### src/rtl/cfs_pkg.sv
package cfs_pkg;

    // Bit positions of the SPI pins inside the synchronized bundle.
    localparam int IDX_CS   = 2;
    localparam int IDX_SCK  = 1;
    localparam int IDX_MOSI = 0;
    localparam int PIN_W    = 3;

    // Idle levels: chip select released, clock low, data low.
    localparam logic [PIN_W-1:0] PIN_IDLE = 3'b100;

    // Core-domain view of one sample of the serial link.
    typedef struct packed {
        logic cs_fall;
        logic cs_rise;
        logic sck_rise;
        logic sck_fall;
        logic cs_act;
        logic mosi;
    } spi_evt_t;

    // How a frame ended when chip select was released.
    typedef enum logic [1:0] {
        CLOSE_ABORT  = 2'd0,
        CLOSE_ACCEPT = 2'd1,
        CLOSE_PAD    = 2'd2,
        CLOSE_OVER   = 2'd3
    } close_e;

    function automatic spi_evt_t decode_evt(
        input logic [PIN_W-1:0] now,
        input logic [PIN_W-1:0] last
    );
        spi_evt_t e;
        e.cs_fall  = last[IDX_CS]  & ~now[IDX_CS];
        e.cs_rise  = ~last[IDX_CS] &  now[IDX_CS];
        e.sck_rise = ~last[IDX_SCK] &  now[IDX_SCK];
        e.sck_fall =  last[IDX_SCK] & ~now[IDX_SCK];
        e.cs_act   = ~now[IDX_CS];
        e.mosi     =  now[IDX_MOSI];
        return e;
    endfunction

    function automatic close_e classify(
        input int unsigned edges,
        input int unsigned frame_len,
        input logic        pad_hit
    );
        if (edges < frame_len) return CLOSE_ABORT;
        if (edges > frame_len) return CLOSE_OVER;
        if (pad_hit)           return CLOSE_PAD;
        return CLOSE_ACCEPT;
    endfunction

endpackage

### src/rtl/cfs_sync.sv
module cfs_sync #(
    parameter int                WIDTH  = 3,
    parameter int                STAGES = 2,
    parameter logic [WIDTH-1:0]  IDLE   = '0
) (
    input  logic             clk,
    input  logic             rst,
    input  logic [WIDTH-1:0] din,
    output logic [WIDTH-1:0] dout,
    output logic [WIDTH-1:0] dlast
);

    for (genvar b = 0; b < WIDTH; b++) begin : g_bit
        logic [STAGES-1:0] chain;
        logic              last_q;

        always_ff @(posedge clk) begin
            if (rst) begin
                chain  <= {STAGES{IDLE[b]}};
                last_q <= IDLE[b];
            end else begin
                chain  <= {chain[STAGES-2:0], din[b]};
                last_q <= chain[STAGES-1];
            end
        end

        assign dout[b]  = chain[STAGES-1];
        assign dlast[b] = last_q;
    end

endmodule

### src/rtl/cfs_rx.sv
module cfs_rx
    import cfs_pkg::*;
#(
    parameter int NIB_W = 4
) (
    input  logic             clk,
    input  logic             rst,
    input  spi_evt_t         evt,
    output logic [NIB_W-1:0] cmd_shift,
    output logic             cmd_valid,
    output logic [NIB_W-1:0] cmd_data,
    output logic             abort_pulse,
    output logic             pad_err,
    output logic             overrun_err,
    output logic             irq_clear,
    output logic             cs_fall
);

    localparam int FRAME = 2 * NIB_W;
    localparam int CNT_W = $clog2(FRAME + 2);
    localparam logic [CNT_W-1:0] C_NIB   = CNT_W'(NIB_W);
    localparam logic [CNT_W-1:0] C_FRAME = CNT_W'(FRAME);
    localparam logic [CNT_W-1:0] C_MAX   = CNT_W'(FRAME + 1);

    logic [CNT_W-1:0] edge_cnt;
    logic             pad_hit;
    logic             in_pad;
    close_e           outcome;

    assign in_pad  = (edge_cnt >= C_NIB) && (edge_cnt < C_FRAME);
    assign outcome = classify(32'(edge_cnt), 32'(FRAME), pad_hit);

    // Bit counter and command shifter.
    always_ff @(posedge clk) begin
        if (rst) begin
            edge_cnt  <= '0;
            cmd_shift <= '0;
            pad_hit   <= 1'b0;
        end else if (evt.cs_fall) begin
            edge_cnt  <= '0;
            pad_hit   <= 1'b0;
        end else if (evt.cs_act && evt.sck_rise) begin
            if (edge_cnt != C_MAX) begin
                edge_cnt <= edge_cnt + 1'b1;
            end
            if (edge_cnt < C_NIB) begin
                cmd_shift <= {cmd_shift[NIB_W-2:0], evt.mosi};
            end
            if (in_pad && evt.mosi) begin
                pad_hit <= 1'b1;
            end
        end
    end

    // Mid-frame strobes.
    always_ff @(posedge clk) begin
        if (rst) begin
            irq_clear   <= 1'b0;
            overrun_err <= 1'b0;
            cs_fall     <= 1'b0;
        end else begin
            cs_fall     <= evt.cs_fall;
            irq_clear   <= evt.cs_act && evt.sck_rise && (edge_cnt == C_NIB);
            overrun_err <= evt.cs_act && evt.sck_rise && (edge_cnt == C_FRAME);
        end
    end

    // Frame close.
    always_ff @(posedge clk) begin
        if (rst) begin
            cmd_valid   <= 1'b0;
            abort_pulse <= 1'b0;
            pad_err     <= 1'b0;
            cmd_data    <= '0;
        end else begin
            cmd_valid   <= 1'b0;
            abort_pulse <= 1'b0;
            pad_err     <= 1'b0;
            if (evt.cs_rise) begin
                unique case (outcome)
                    CLOSE_ACCEPT: begin
                        cmd_valid <= 1'b1;
                        cmd_data  <= cmd_shift;
                    end
                    CLOSE_ABORT: abort_pulse <= 1'b1;
                    CLOSE_PAD:   pad_err     <= 1'b1;
                    CLOSE_OVER:  ;
                    default:     ;
                endcase
            end
        end
    end

endmodule

### src/rtl/cfs_tx.sv
module cfs_tx
    import cfs_pkg::*;
#(
    parameter int NIB_W = 4
) (
    input  logic             clk,
    input  logic             rst,
    input  spi_evt_t         evt,
    input  logic [NIB_W-1:0] fault_code,
    input  logic [NIB_W-1:0] cmd_shift,
    output logic             miso,
    output logic             miso_oe
);

    localparam int FRAME = 2 * NIB_W;
    localparam int CNT_W = $clog2(FRAME + 2);
    localparam logic [CNT_W-1:0] C_NIB = CNT_W'(NIB_W);
    localparam logic [CNT_W-1:0] C_MAX = CNT_W'(FRAME + 1);

    logic [NIB_W-1:0] out_sh;
    logic [CNT_W-1:0] fall_cnt;
    logic [CNT_W-1:0] fall_nxt;

    assign fall_nxt = (fall_cnt == C_MAX) ? fall_cnt : fall_cnt + 1'b1;

    always_ff @(posedge clk) begin
        if (rst) begin
            out_sh   <= '0;
            fall_cnt <= '0;
            miso_oe  <= 1'b0;
        end else begin
            miso_oe <= evt.cs_act;
            if (evt.cs_fall) begin
                out_sh   <= fault_code;
                fall_cnt <= '0;
            end else if (evt.cs_act && evt.sck_fall) begin
                fall_cnt <= fall_nxt;
                if (fall_nxt == C_NIB) begin
                    out_sh <= cmd_shift;
                end else begin
                    out_sh <= {out_sh[NIB_W-2:0], 1'b0};
                end
            end
        end
    end

    assign miso = out_sh[NIB_W-1];

endmodule

### src/rtl/cmd_fault_spi.sv
module cmd_fault_spi
    import cfs_pkg::*;
#(
    parameter int NIB_W       = 4,
    parameter int SYNC_STAGES = 2
) (
    input  logic             clk,
    input  logic             rst,
    input  logic             spi_sclk,
    input  logic             spi_cs_n,
    input  logic             spi_mosi,
    input  logic [NIB_W-1:0] fault_code,
    output logic             spi_miso,
    output logic             spi_miso_oe,
    output logic             cmd_valid,
    output logic [NIB_W-1:0] cmd_data,
    output logic             irq_clear,
    output logic             cs_fall,
    output logic             abort_pulse,
    output logic             pad_err,
    output logic             overrun_err
);

    logic [PIN_W-1:0] pins_raw;
    logic [PIN_W-1:0] pins_now;
    logic [PIN_W-1:0] pins_last;
    logic [NIB_W-1:0] cmd_shift;
    spi_evt_t         evt;

    always_comb begin
        pins_raw           = '0;
        pins_raw[IDX_CS]   = spi_cs_n;
        pins_raw[IDX_SCK]  = spi_sclk;
        pins_raw[IDX_MOSI] = spi_mosi;
    end

    cfs_sync #(
        .WIDTH  (PIN_W),
        .STAGES (SYNC_STAGES),
        .IDLE   (PIN_IDLE)
    ) i_sync (
        .clk   (clk),
        .rst   (rst),
        .din   (pins_raw),
        .dout  (pins_now),
        .dlast (pins_last)
    );

    assign evt = decode_evt(pins_now, pins_last);

    cfs_rx #(.NIB_W(NIB_W)) i_rx (
        .clk         (clk),
        .rst         (rst),
        .evt         (evt),
        .cmd_shift   (cmd_shift),
        .cmd_valid   (cmd_valid),
        .cmd_data    (cmd_data),
        .abort_pulse (abort_pulse),
        .pad_err     (pad_err),
        .overrun_err (overrun_err),
        .irq_clear   (irq_clear),
        .cs_fall     (cs_fall)
    );

    cfs_tx #(.NIB_W(NIB_W)) i_tx (
        .clk        (clk),
        .rst        (rst),
        .evt        (evt),
        .fault_code (fault_code),
        .cmd_shift  (cmd_shift),
        .miso       (spi_miso),
        .miso_oe    (spi_miso_oe)
    );

endmodule

### config.mk
export PLATFORM = sky130hd
export DESIGN_NAME = cmd_fault_spi
export DESIGN_NICKNAME = d
export VERILOG_FILES = /design/src/rtl/cfs_pkg.sv /design/src/rtl/cfs_sync.sv /design/src/rtl/cfs_rx.sv /design/src/rtl/cfs_tx.sv /design/src/rtl/cmd_fault_spi.sv
export SDC_FILE = /design/constraint.sdc
export NUM_CORES = 1
export LEC_CHECK = 0
export ABC_AREA = 0
export BUFFER_PORTS_ARGS = -buffer_cell sky130_fd_sc_hd__buf_4
export CORE_MARGIN = 2
export CORE_UTILIZATION = 50
export DETAILED_ROUTE_END_ITERATION = 8
export PLACE_DENSITY = 0.74
export SETUP_SLACK_MARGIN = 0.3
export SLEW_MARGIN = 20
export SYNTH_ARGS = -nofsm -noshare
export SYNTH_HDL_FRONTEND = slang
export SYNTH_SLANG_ARGS = --single-unit
### constraint.sdc
create_clock -name clk -period 1.6 [get_ports clk]
set_clock_uncertainty 0.15 [all_clocks]
set_input_delay 0.16 -clock clk [delete_from_list [all_inputs] [get_ports clk]]
set_output_delay 0.16 -clock clk [all_outputs]
set_load 0.005 [all_outputs]
==> results of run 1 <==
## worst max-delay path, cell delays in order, from the launching register on
cell and delay [ps]:
dfxtp_2 370, ha_4 140, nor3b_4 260, mux2_4 330, a221oi_2 230, nor3_1 60
## worst paths after layout
check	to	slack [ps]	cells past startpoint
setup reg to reg	i_tx.out_sh[2]	-50	5
hold reg to reg	i_sync.g_bit[2].chain[1]	280	1
hold / removal	i_rx.cmd_shift[0]	-6	2
setup / recovery	i_tx.out_sh[2]	-50	5
## kinds of logic (layout without fill, tap and decap cells)
logic type	Yosys count	after routing
adder cells (fa/ha/maj)	5	5
AO/OA/AOI/OAI	13	13
flip-flops	36	36
multiplexers	13	13
AND/OR/NAND/NOR	61	61
buffers and inverters	12	57
XOR/XNOR	4	4
## state kept, by name (all words and copies together) (netlist names), named ones only
| signal | flops |
|---|---|
| i_rx.overrun_err | 1 |
| i_rx.cs_fall | 1 |
| i_rx.cmd_shift | 4 |
| i_tx.fall_cnt | 3 |
| i_tx.miso_oe | 1 |
| i_rx.irq_clear | 1 |
| i_rx.cmd_valid | 1 |
| i_rx.edge_cnt | 4 |
| i_sync.g_bit.last_q | 2 |
| i_sync.g_bit.chain | 6 |
| i_rx.pad_hit | 1 |
| i_rx.abort_pulse | 1 |
| i_tx.out_sh | 4 |
| i_rx.pad_err | 1 |
| i_rx.cmd_data | 4 |
## power by group
part	switching, mW	total, mW	leakage (nW)	internal, mW
sequential	0.0118	0.917	0.297	0.905
clock	0.302	0.717	0.0515	0.415
combinational	0.0413	0.0959	0.605	0.0546
## routing by layer
metal	track usage	wire length [um]	vias up
li1	-	-	577
met5	0	0	-
met2	0.350	1510	24
met1	0.201	1200	549
met4	0.0698	42	0
met3	0.0725	129	7
## area by class of cell
type,instances,area share
Clock buffer,7,0.0315
Sequential cell,36,0.361
Timing Repair Buffer,41,0.159
Tap cell,31,0.0188
Inverter,8,0.0158
Clock inverter,1,0.0145
Multi-Input combinational cell,96,0.399
## what timing repair did
item / in CTS / in global routing
resized for setup: 14 / 8
hold buffers: 4 / 1
setup endpoints to repair: 25 / 21
hold endpoints to repair: 4 / 2
setup buffers: 3 / 4
pin swaps: 5 / 11
## stage by stage
| stage | hold slack [ps] | util |
|---|---|---|
| after floorplan | 74.2 | - |
| after global placement | 200 | 0.644 |
| after detailed placement | 198 | 0.644 |
| after CTS | 8.81 | 0.717 |
| after global routing | 3.08 | 0.742 |
| final | -5.93 | 0.742 |
## cells in the final DEF, fill, tap and decap left out, types with 2 or more instances in the layout
cell type / instances
a21oi_1: 3
a221oi_2: 2
buf_4: 34
buf_6: 2
clkbuf_4: 5
clkbuf_8: 2
dfxtp_1: 26
dfxtp_2: 5
dfxtp_4: 5
dlygate4sd3_1: 5
ha_1: 2
ha_4: 2
inv_1: 7
mux2_4: 3
mux2i_1: 10
nand2_1: 3
nand2b_1: 6
nand4_1: 3
nor2_1: 22
nor2b_1: 6
nor2b_4: 2
nor3_1: 3
nor3b_4: 3
or2_2: 3
xnor2_1: 2
==> summary.txt, run 1 <==
DIE WIDTH -> 58.4 um
Syn_area_per_cell -> 10.3 sq um
Synth Flop Type -> dfxtp_1
Power Total -> 1.73 mW
GPL Wtd Cong -> 0.738
Rel. slew slack -> 0.759
GRT overflow -> 0
Routed wire length -> 2880 um
Post-synthesis simple-gate area fraction -> 0.248
Mapped Cells -> 144
Net Count, Synth -> 158
Status -> complete, but fails checks
CTS Buf Count -> 5
Main combinational cell family by area after synthesis -> simple AND/OR/NAND/NOR gates
Critical path required time -> 1690 ps
Final setup violating endpoints -> 2
Main area contributors after synthesis -> dfxtp_1 (49%), mux2i_1 (6.8%), nor2_1 (5.8%), ha_1 (4.2%), nor2b_1 (3.4%)
Crit path kind -> flip-flop to flip-flop
Ant. Diodes -> 0
Final Hold Vio Count -> 3
Post-route design area -> 2060 sq um
Via count -> 1,157
Critical Path Start Type -> flip-flop
EDFF count, synth -> 0
Cell variety after synth -> 38
Crit-path max FO -> 3
Number of DRC markers in iteration 0 -> 33
Row count -> 19
FMAX -> 0.608 GHz
Final cell count without fillers -> 220
Setup WS pre-CTS -> -51.4 ps
HP Start -> rst
Inst Count DP -> 200
Share of post-route cells with drive strength above 1 -> 0.423
Post-synth top cells -> dfxtp_1 (36), nor2_1 (23), mux2i_1 (10)
Antenna Nets Post-Route -> 0
Mapped Area -> 1480 sq um
Initial Util -> 0.531
Area of the multi-input gates -> 825 sq um
Reg clk slew, reported paths -> 110 ps
Most frequent cell after synthesis -> dfxtp_1
Maximum clock path buffer count -> 2
CTS Sinks -> 36
Critical path arrival -> 1740 ps
Final Max Slew Viols -> 0
Clock Latency Late Sink -> 350 ps
Layout fillers -> 194
Adder-cell area share of the yosys netlist -> 0.0423
Setup ws final -> -45.1 ps
Worst slew pin tran -> 362 ps
Vias/cell -> 5.26
Leak Pwr -> 0.953 nW
Tcrit/Tclk final -> 1.03
Asr flop ratio synth -> 0
CTS Root Cell -> clkbuf_4
Xor/xnor share of the synthesized area -> 0.0237
Worst VDD drop -> 0.000901 V
Multiplexer share of the synthesized area -> 0.0906
Post-synthesis sequential area ratio -> 0.488
First drt pass iteration count -> 4
Residual DRC -> 0
RSZ-0062 raised after global routing -> yes
Number of global-route vias before repair -> 1,130
DP HPWL -> 2070 um
Total track usage -> 0.193
Port bufs -> 20
P per Cell Area -> 838 nW/um^2
Setup TNS -> -80.2 ps
Max-cap violation count -> 0
Synth Area in Compound Gates -> 0.0711
CTS tree -> yes
Nets -> 202
Register area -> 746 sq um
First-pass GRT wire length -> 4800 um
FF+latch count, synth -> 36
Yosys Warn Count -> 0
Failing checks -> hold timing, setup timing
Worst setup EP type -> flip-flop
IO Count -> 21
H-Tree Level Count -> 2
Top-area cell type share of the netlist area -> 0.488
Die Y -> 58.4 um
Area growth syn-to-layout -> 39.7%
Initial antenna violation count -> 0
Drt wl/cell -> 13.1 um
HP Class -> input pin to flip-flop
Final min period -> 1650 ps
Cell Area, Placed -> 1790 sq um
Biggest area consumer among synthesized cells -> dfxtp_1
Hold_ws -> -5.93 ps
Core area -> 2780 sq um
Largest net degree at the start of global routing -> 27
DIE AREA -> 3410 sq um
Power figures use the tool's default switching activity.
==> inputs of run 2 (changes only) <==
- PLACE_DENSITY: 0.74 -> 0.73
- SYNTH_HIERARCHICAL: default -> 1
==> run 2 against run 1 <==
Net effect: the run now ends clean; synthesized cell count rose by 9.7%; via count rose by 15%; clock-buffer cell count fell by 2; largest cell class unchanged; combinational power rose by 29%; sequential cell count did not move.
==> summary.txt, run 2 <==
Reg clk slew, reported paths -> 120 ps
Port bufs -> 20
Number of DRC markers in iteration 0 -> 41
P per Cell Area -> 862 nW/um^2
HP Class -> input pin to flip-flop
Share of post-route cells with drive strength above 1 -> 0.502
Final Max Slew Viols -> 0
DIE AREA -> 3560 sq um
CTS tree -> yes
Nets -> 222
Leading cell types in the layout, fill and taps excluded -> buf_4 (38), dfxtp_1 (26), dlygate4sd3_1 (11)
Clock Latency Late Sink -> 340 ps
Tcrit/Tclk final -> 0.948
Final Hold Vio Count -> 0
Crit-path max FO -> 3
Final cell count without fillers -> 242
Critical path arrival -> 1610 ps
Status -> complete, no violations
Setup TNS -> 0 ps
Drt wl/cell -> 16.6 um
Final setup violating endpoints -> 0
DP HPWL -> 2080 um
Maximum clock path buffer count -> 2
Via count -> 1,335
Largest net degree at the start of global routing -> 20
R2R setup slack -> 80 ps
Setup ws final -> 83.5 ps
Critical Path Start Type -> flip-flop
Worst VDD drop -> 0.000793 V
DIE WIDTH -> 59.7 um
Total track usage -> 0.232
Antenna Nets Post-Route -> 0
Leak Pwr -> 0.947 nW
Residual DRC -> 0
CTS Sinks -> 36
Ant. Diodes -> 0
Area growth syn-to-layout -> 49.5%
Routed wire length -> 4010 um
HP Start -> rst
Worst slew pin tran -> 296 ps
Commonest non-fill, non-tap cell in the layout -> buf_4
Worst setup EP type -> flip-flop
CTS Buf Count -> 5
Crit path kind -> flip-flop to flip-flop
Critical path required time -> 1690 ps
RSZ-0062 raised after global routing -> yes
GRT overflow -> 0
Register with the most flip-flops -> i_sync/g_bit.chain
Syn_area_per_cell -> 9.80 sq um
FMAX -> 0.659 GHz
IO Count -> 21
Initial Util -> 0.516
GPL Wtd Cong -> 0.832
Initial antenna violation count -> 0
Die Y -> 59.7 um
Hold_ws -> 79.7 ps
Rel. slew slack -> 0.803
Max reg flops -> 6
Core area -> 3000 sq um
First drt pass iteration count -> 4
Net Count, Synth -> 172
Vias/cell -> 5.52
First-pass GRT wire length -> 6000 um
Max-cap violation count -> 0
Number of global-route vias before repair -> 1,347
Row count -> 20
Mapped Cells -> 158
Yosys Warn Count -> 6
Final min period -> 1520 ps
H-Tree Level Count -> 2
Inst Count DP -> 205
Mapped Area -> 1550 sq um
Setup WS pre-CTS -> 90.9 ps
CTS Root Cell -> clkbuf_4
run 2: cell count changes in the layout (fill, tap and decap cells not counted), sizes merged, moves of 6 or more:
cell and change:
nor2 -19, nand2 +7, o21ai +6, dlygate4sd3 +6
run 2: per-layer routing:
layer / wire [um] / global-route usage / up-vias
li1: - / - / 646
met1: 1700 / 0.273 / 641
met2: 2060 / 0.405 / 37
met3: 158 / 0.0584 / 11
met4: 95 / 0.0825 / 0
met5: 0 / 0 / -
run 2: final cells by class:
type / instances / area, sq um
Clock buffer: 5 / 37.5
Clock inverter: 3 / 90.1
Fill cell: 210 / 687
Inverter: 6 / 31.3
Multi-Input combinational cell: 107 / 943
Sequential cell: 36 / 743
Tap cell: 33 / 41.3
Timing Repair Buffer: 52 / 429
run 2: final timing paths:
kind	to	cells after the start
worst max-delay path	flip-flop	6
worst min-delay path	i_rx/pad_hit	3
worst min register to register	i_sync/g_bit[2].chain[1]	1
worst max register to register	flip-flop	6
run 2: worst max-delay path, cell delays in order (launching register included):
cell	delay, ps
dfxtp_4	400
inv_4	40
ha_4	150
and3b_2	220
buf_4	140
o21ai_0	230
a21oi_2	90
run 2: stage by stage:
stage / power, mW / cell area (sq um) / util
2_1_floorplan: 0.981 / 1580 / -
3_3_place_gp: 1.01 / 1710 / 0.570
3_5_place_dp: 1.01 / 1710 / 0.570
4_1_cts: 1.99 / 2150 / 0.716
5_1_grt: 2.05 / 2320 / 0.771
6_report: 2.00 / 2320 / 0.771
run 2: timing repair:
| item | CTS | global route |
|---|---|---|
| endpoints found under the hold margin | 7 | 0 |
| resized for setup | 29 | 35 |
| buffers inserted | 14 | 3 |
| setup endpoints to repair | 21 | 24 |
| pin swaps | 7 | 4 |
| gates cloned | 1 | 0 |
| hold buffers | 11 | 0 |
run 2: power by group:
| group | total, mW | switching, mW | leakage, nW | internal, mW |
|---|---|---|---|---|
| Clock | 0.958 | 0.314 | 0.0654 | 0.644 |
| Combinational | 0.124 | 0.0553 | 0.586 | 0.0692 |
| Sequential | 0.914 | 0.00882 | 0.296 | 0.905 |
==> inputs of run 3 (changes only) <==
- CORE_UTILIZATION: 50 -> 45
- PLACE_DENSITY: 0.73 -> 0.78
- SYNTH_HIERARCHICAL: 1 -> default
==> run 3 against run 2 <==
Net effect: the flow now finishes with violations (hold timing, setup timing); combinational power is 6% lower; die area is 5.6% higher; critical path depth is 1 lower; global-route usage is 4.6 points lower; sequential share of layout area is 2.5 points higher; largest power group is now sequential cells.
==> summary.txt, run 3 (synthesis gave the netlist of run 1 again) <==
Critical path buffers and inverters -> 0
CTS tree -> yes
GRT busiest layer -> met2
Worst setup EP type -> flip-flop
Layout fillers -> 235
Ant. Diodes -> 0
Initial antenna violation count -> 0
H-Tree Level Count -> 2
HP Class -> input pin to flip-flop
Register area -> 743 sq um
CP Cell Sequence -> ha_4 -> nor3b_4 -> mux2_4 -> a221oi_2 -> nor3_1
Top delay family on crit path -> flip-flops
Max-cap violation count -> 0
Crit-path max FO -> 3
CTS Sinks -> 36
Final Max Slew Viols -> 0
Row count -> 20
IO Count -> 21
Crit path kind -> flip-flop to flip-flop
Worst slew pin tran -> 435 ps
P per Cell Area -> 717 nW/um^2
GRT overflow -> 0
Antenna Nets Post-Route -> 0
Drt wl/cell -> 14.5 um
DP HPWL -> 2040 um
First-pass GRT wire length -> 5060 um
Largest net degree at the start of global routing -> 15
Leading cell types in the layout, fill and taps excluded -> buf_4 (31), dfxtp_1 (28), nor2_1 (22)
Sw Pwr -> 0.352 mW
Rel. slew slack -> 0.709
Residual DRC -> 0
Routed wire length -> 3470 um
Critical path arrival -> 1770 ps
Port bufs -> 20
Setup WS pre-CTS -> -63.2 ps
Max incr delay on CP -> 370 ps
Final Hold Vio Count -> 1
Clock Latency Late Sink -> 340 ps
Via count -> 1,208
Final min period -> 1710 ps
Final Util -> 0.697
Initial Util -> 0.480
HP Start -> rst
Worst VDD drop -> 0.000671 V
Combinational power share -> 0.075
Nets -> 208
Reg clk slew, reported paths -> 100 ps
Max reg flops -> 6
Area of the multi-input gates -> 855 sq um
DIE AREA -> 3760 sq um
Share of post-route cells with drive strength above 1 -> 0.426
Total track usage -> 0.186
Setup ws final -> -110 ps
Tcrit/Tclk final -> 1.07
Internal -> 1.19 mW
Register with the most flip-flops -> i_sync.g_bit.chain
CTS Buf Count -> 5
Status -> complete, but fails checks
Hold_ws -> -35.5 ps
Slowest CP cell -> dfxtp_2
CTS Root Cell -> clkbuf_4
Maximum clock path buffer count -> 2
Clock power share -> 0.329
GPL Wtd Cong -> 0.840
Number of global-route vias before repair -> 1,145
Met2 Track Usage GR -> 0.324
Failing checks -> hold timing, setup timing
Switching portion of total power -> 0.229
Vias/cell -> 5.05
FMAX -> 0.585 GHz
M1 GR Usage -> 0.214
Inst Count DP -> 212
Leak Pwr -> 0.935 nW
Core area -> 3080 sq um
Final cell count without fillers -> 239
Area growth syn-to-layout -> 45.2%
GR Util met3 -> 0.0462
DIE WIDTH -> 61.3 um
Cell Area, Placed -> 1800 sq um
Register share of total power -> 0.596
Critical path required time -> 1670 ps
Final setup violating endpoints -> 3
First drt pass iteration count -> 4
Commonest non-fill, non-tap cell in the layout -> buf_4
RSZ-0062 raised after global routing -> yes
Number of DRC markers in iteration 0 -> 36
Die Y -> 61.3 um
Critical Path Start Type -> flip-flop
Post-route design area -> 2150 sq um
-- run 3: cell count changes in the layout (fill, tap and decap cells not counted), sizes merged, moves of 4 or more --
cell	before	now
a21oi	8	3
nand2b	10	6
nand2	10	3
nand3	5	1
or3	5	0
o21ai	8	2
nand4	0	4
o31ai	4	0
nor2	4	23
-- run 3: power groups by stage --
stage	clock network [mW]	registers (mW)	logic (mW)
finish	0.507	0.917	0.116
floorplan	0	0.938	0.0517
global route	0.547	0.919	0.124
CTS	0.512	0.918	0.104
global placement	0	0.940	0.0787
detailed placement	0	0.942	0.0810
-- run 3: path summary, 6_finish.rpt --
path                               to  cells after the start  slack [ps]
max                    i_tx.out_sh[2]                      5        -110
min            i_sync.g_bit[2].last_q                      2         -40
max reg2reg            i_tx.out_sh[2]                      5        -110
min reg2reg  i_sync.g_bit[2].chain[1]                      1         280
-- run 3: layout make-up --
class | instances | area share
repair buffers | 47 | 0.187
multi-input cells | 96 | 0.398
flip-flops and latches | 36 | 0.346
inverters | 8 | 0.0152
clock buffers | 8 | 0.0274
well taps | 44 | 0.0257
-- run 3: stage by stage --
step | total power [mW] | hold WS [ps] | setup TNS [ps]
final | 1.54 | -35.5 | -228
after global routing | 1.59 | -26.8 | -443
after CTS | 1.53 | -61.1 | -135
after detailed placement | 1.02 | 200 | -108
after global placement | 1.02 | 197 | 0
after floorplan | 0.989 | 74.2 | -48.1
-- run 3: per-layer routing --
metal / vias up / share of wire
li1: 587 / -
met3: 4 / 0.050
met5: - / 0
met2: 42 / 0.52
met1: 575 / 0.41
met4: 0 / 0.012
-- run 3: timing repair --
action | in CTS | in global routing
gates cloned | 0 | 0
hold endpoints to repair | 6 | 6
endpoints found under the setup margin | 24 | 22
resized for setup | 19 | 13
buffers inserted | 6 | 4
hold buffers | 8 | 1
pin swaps | 11 | 8
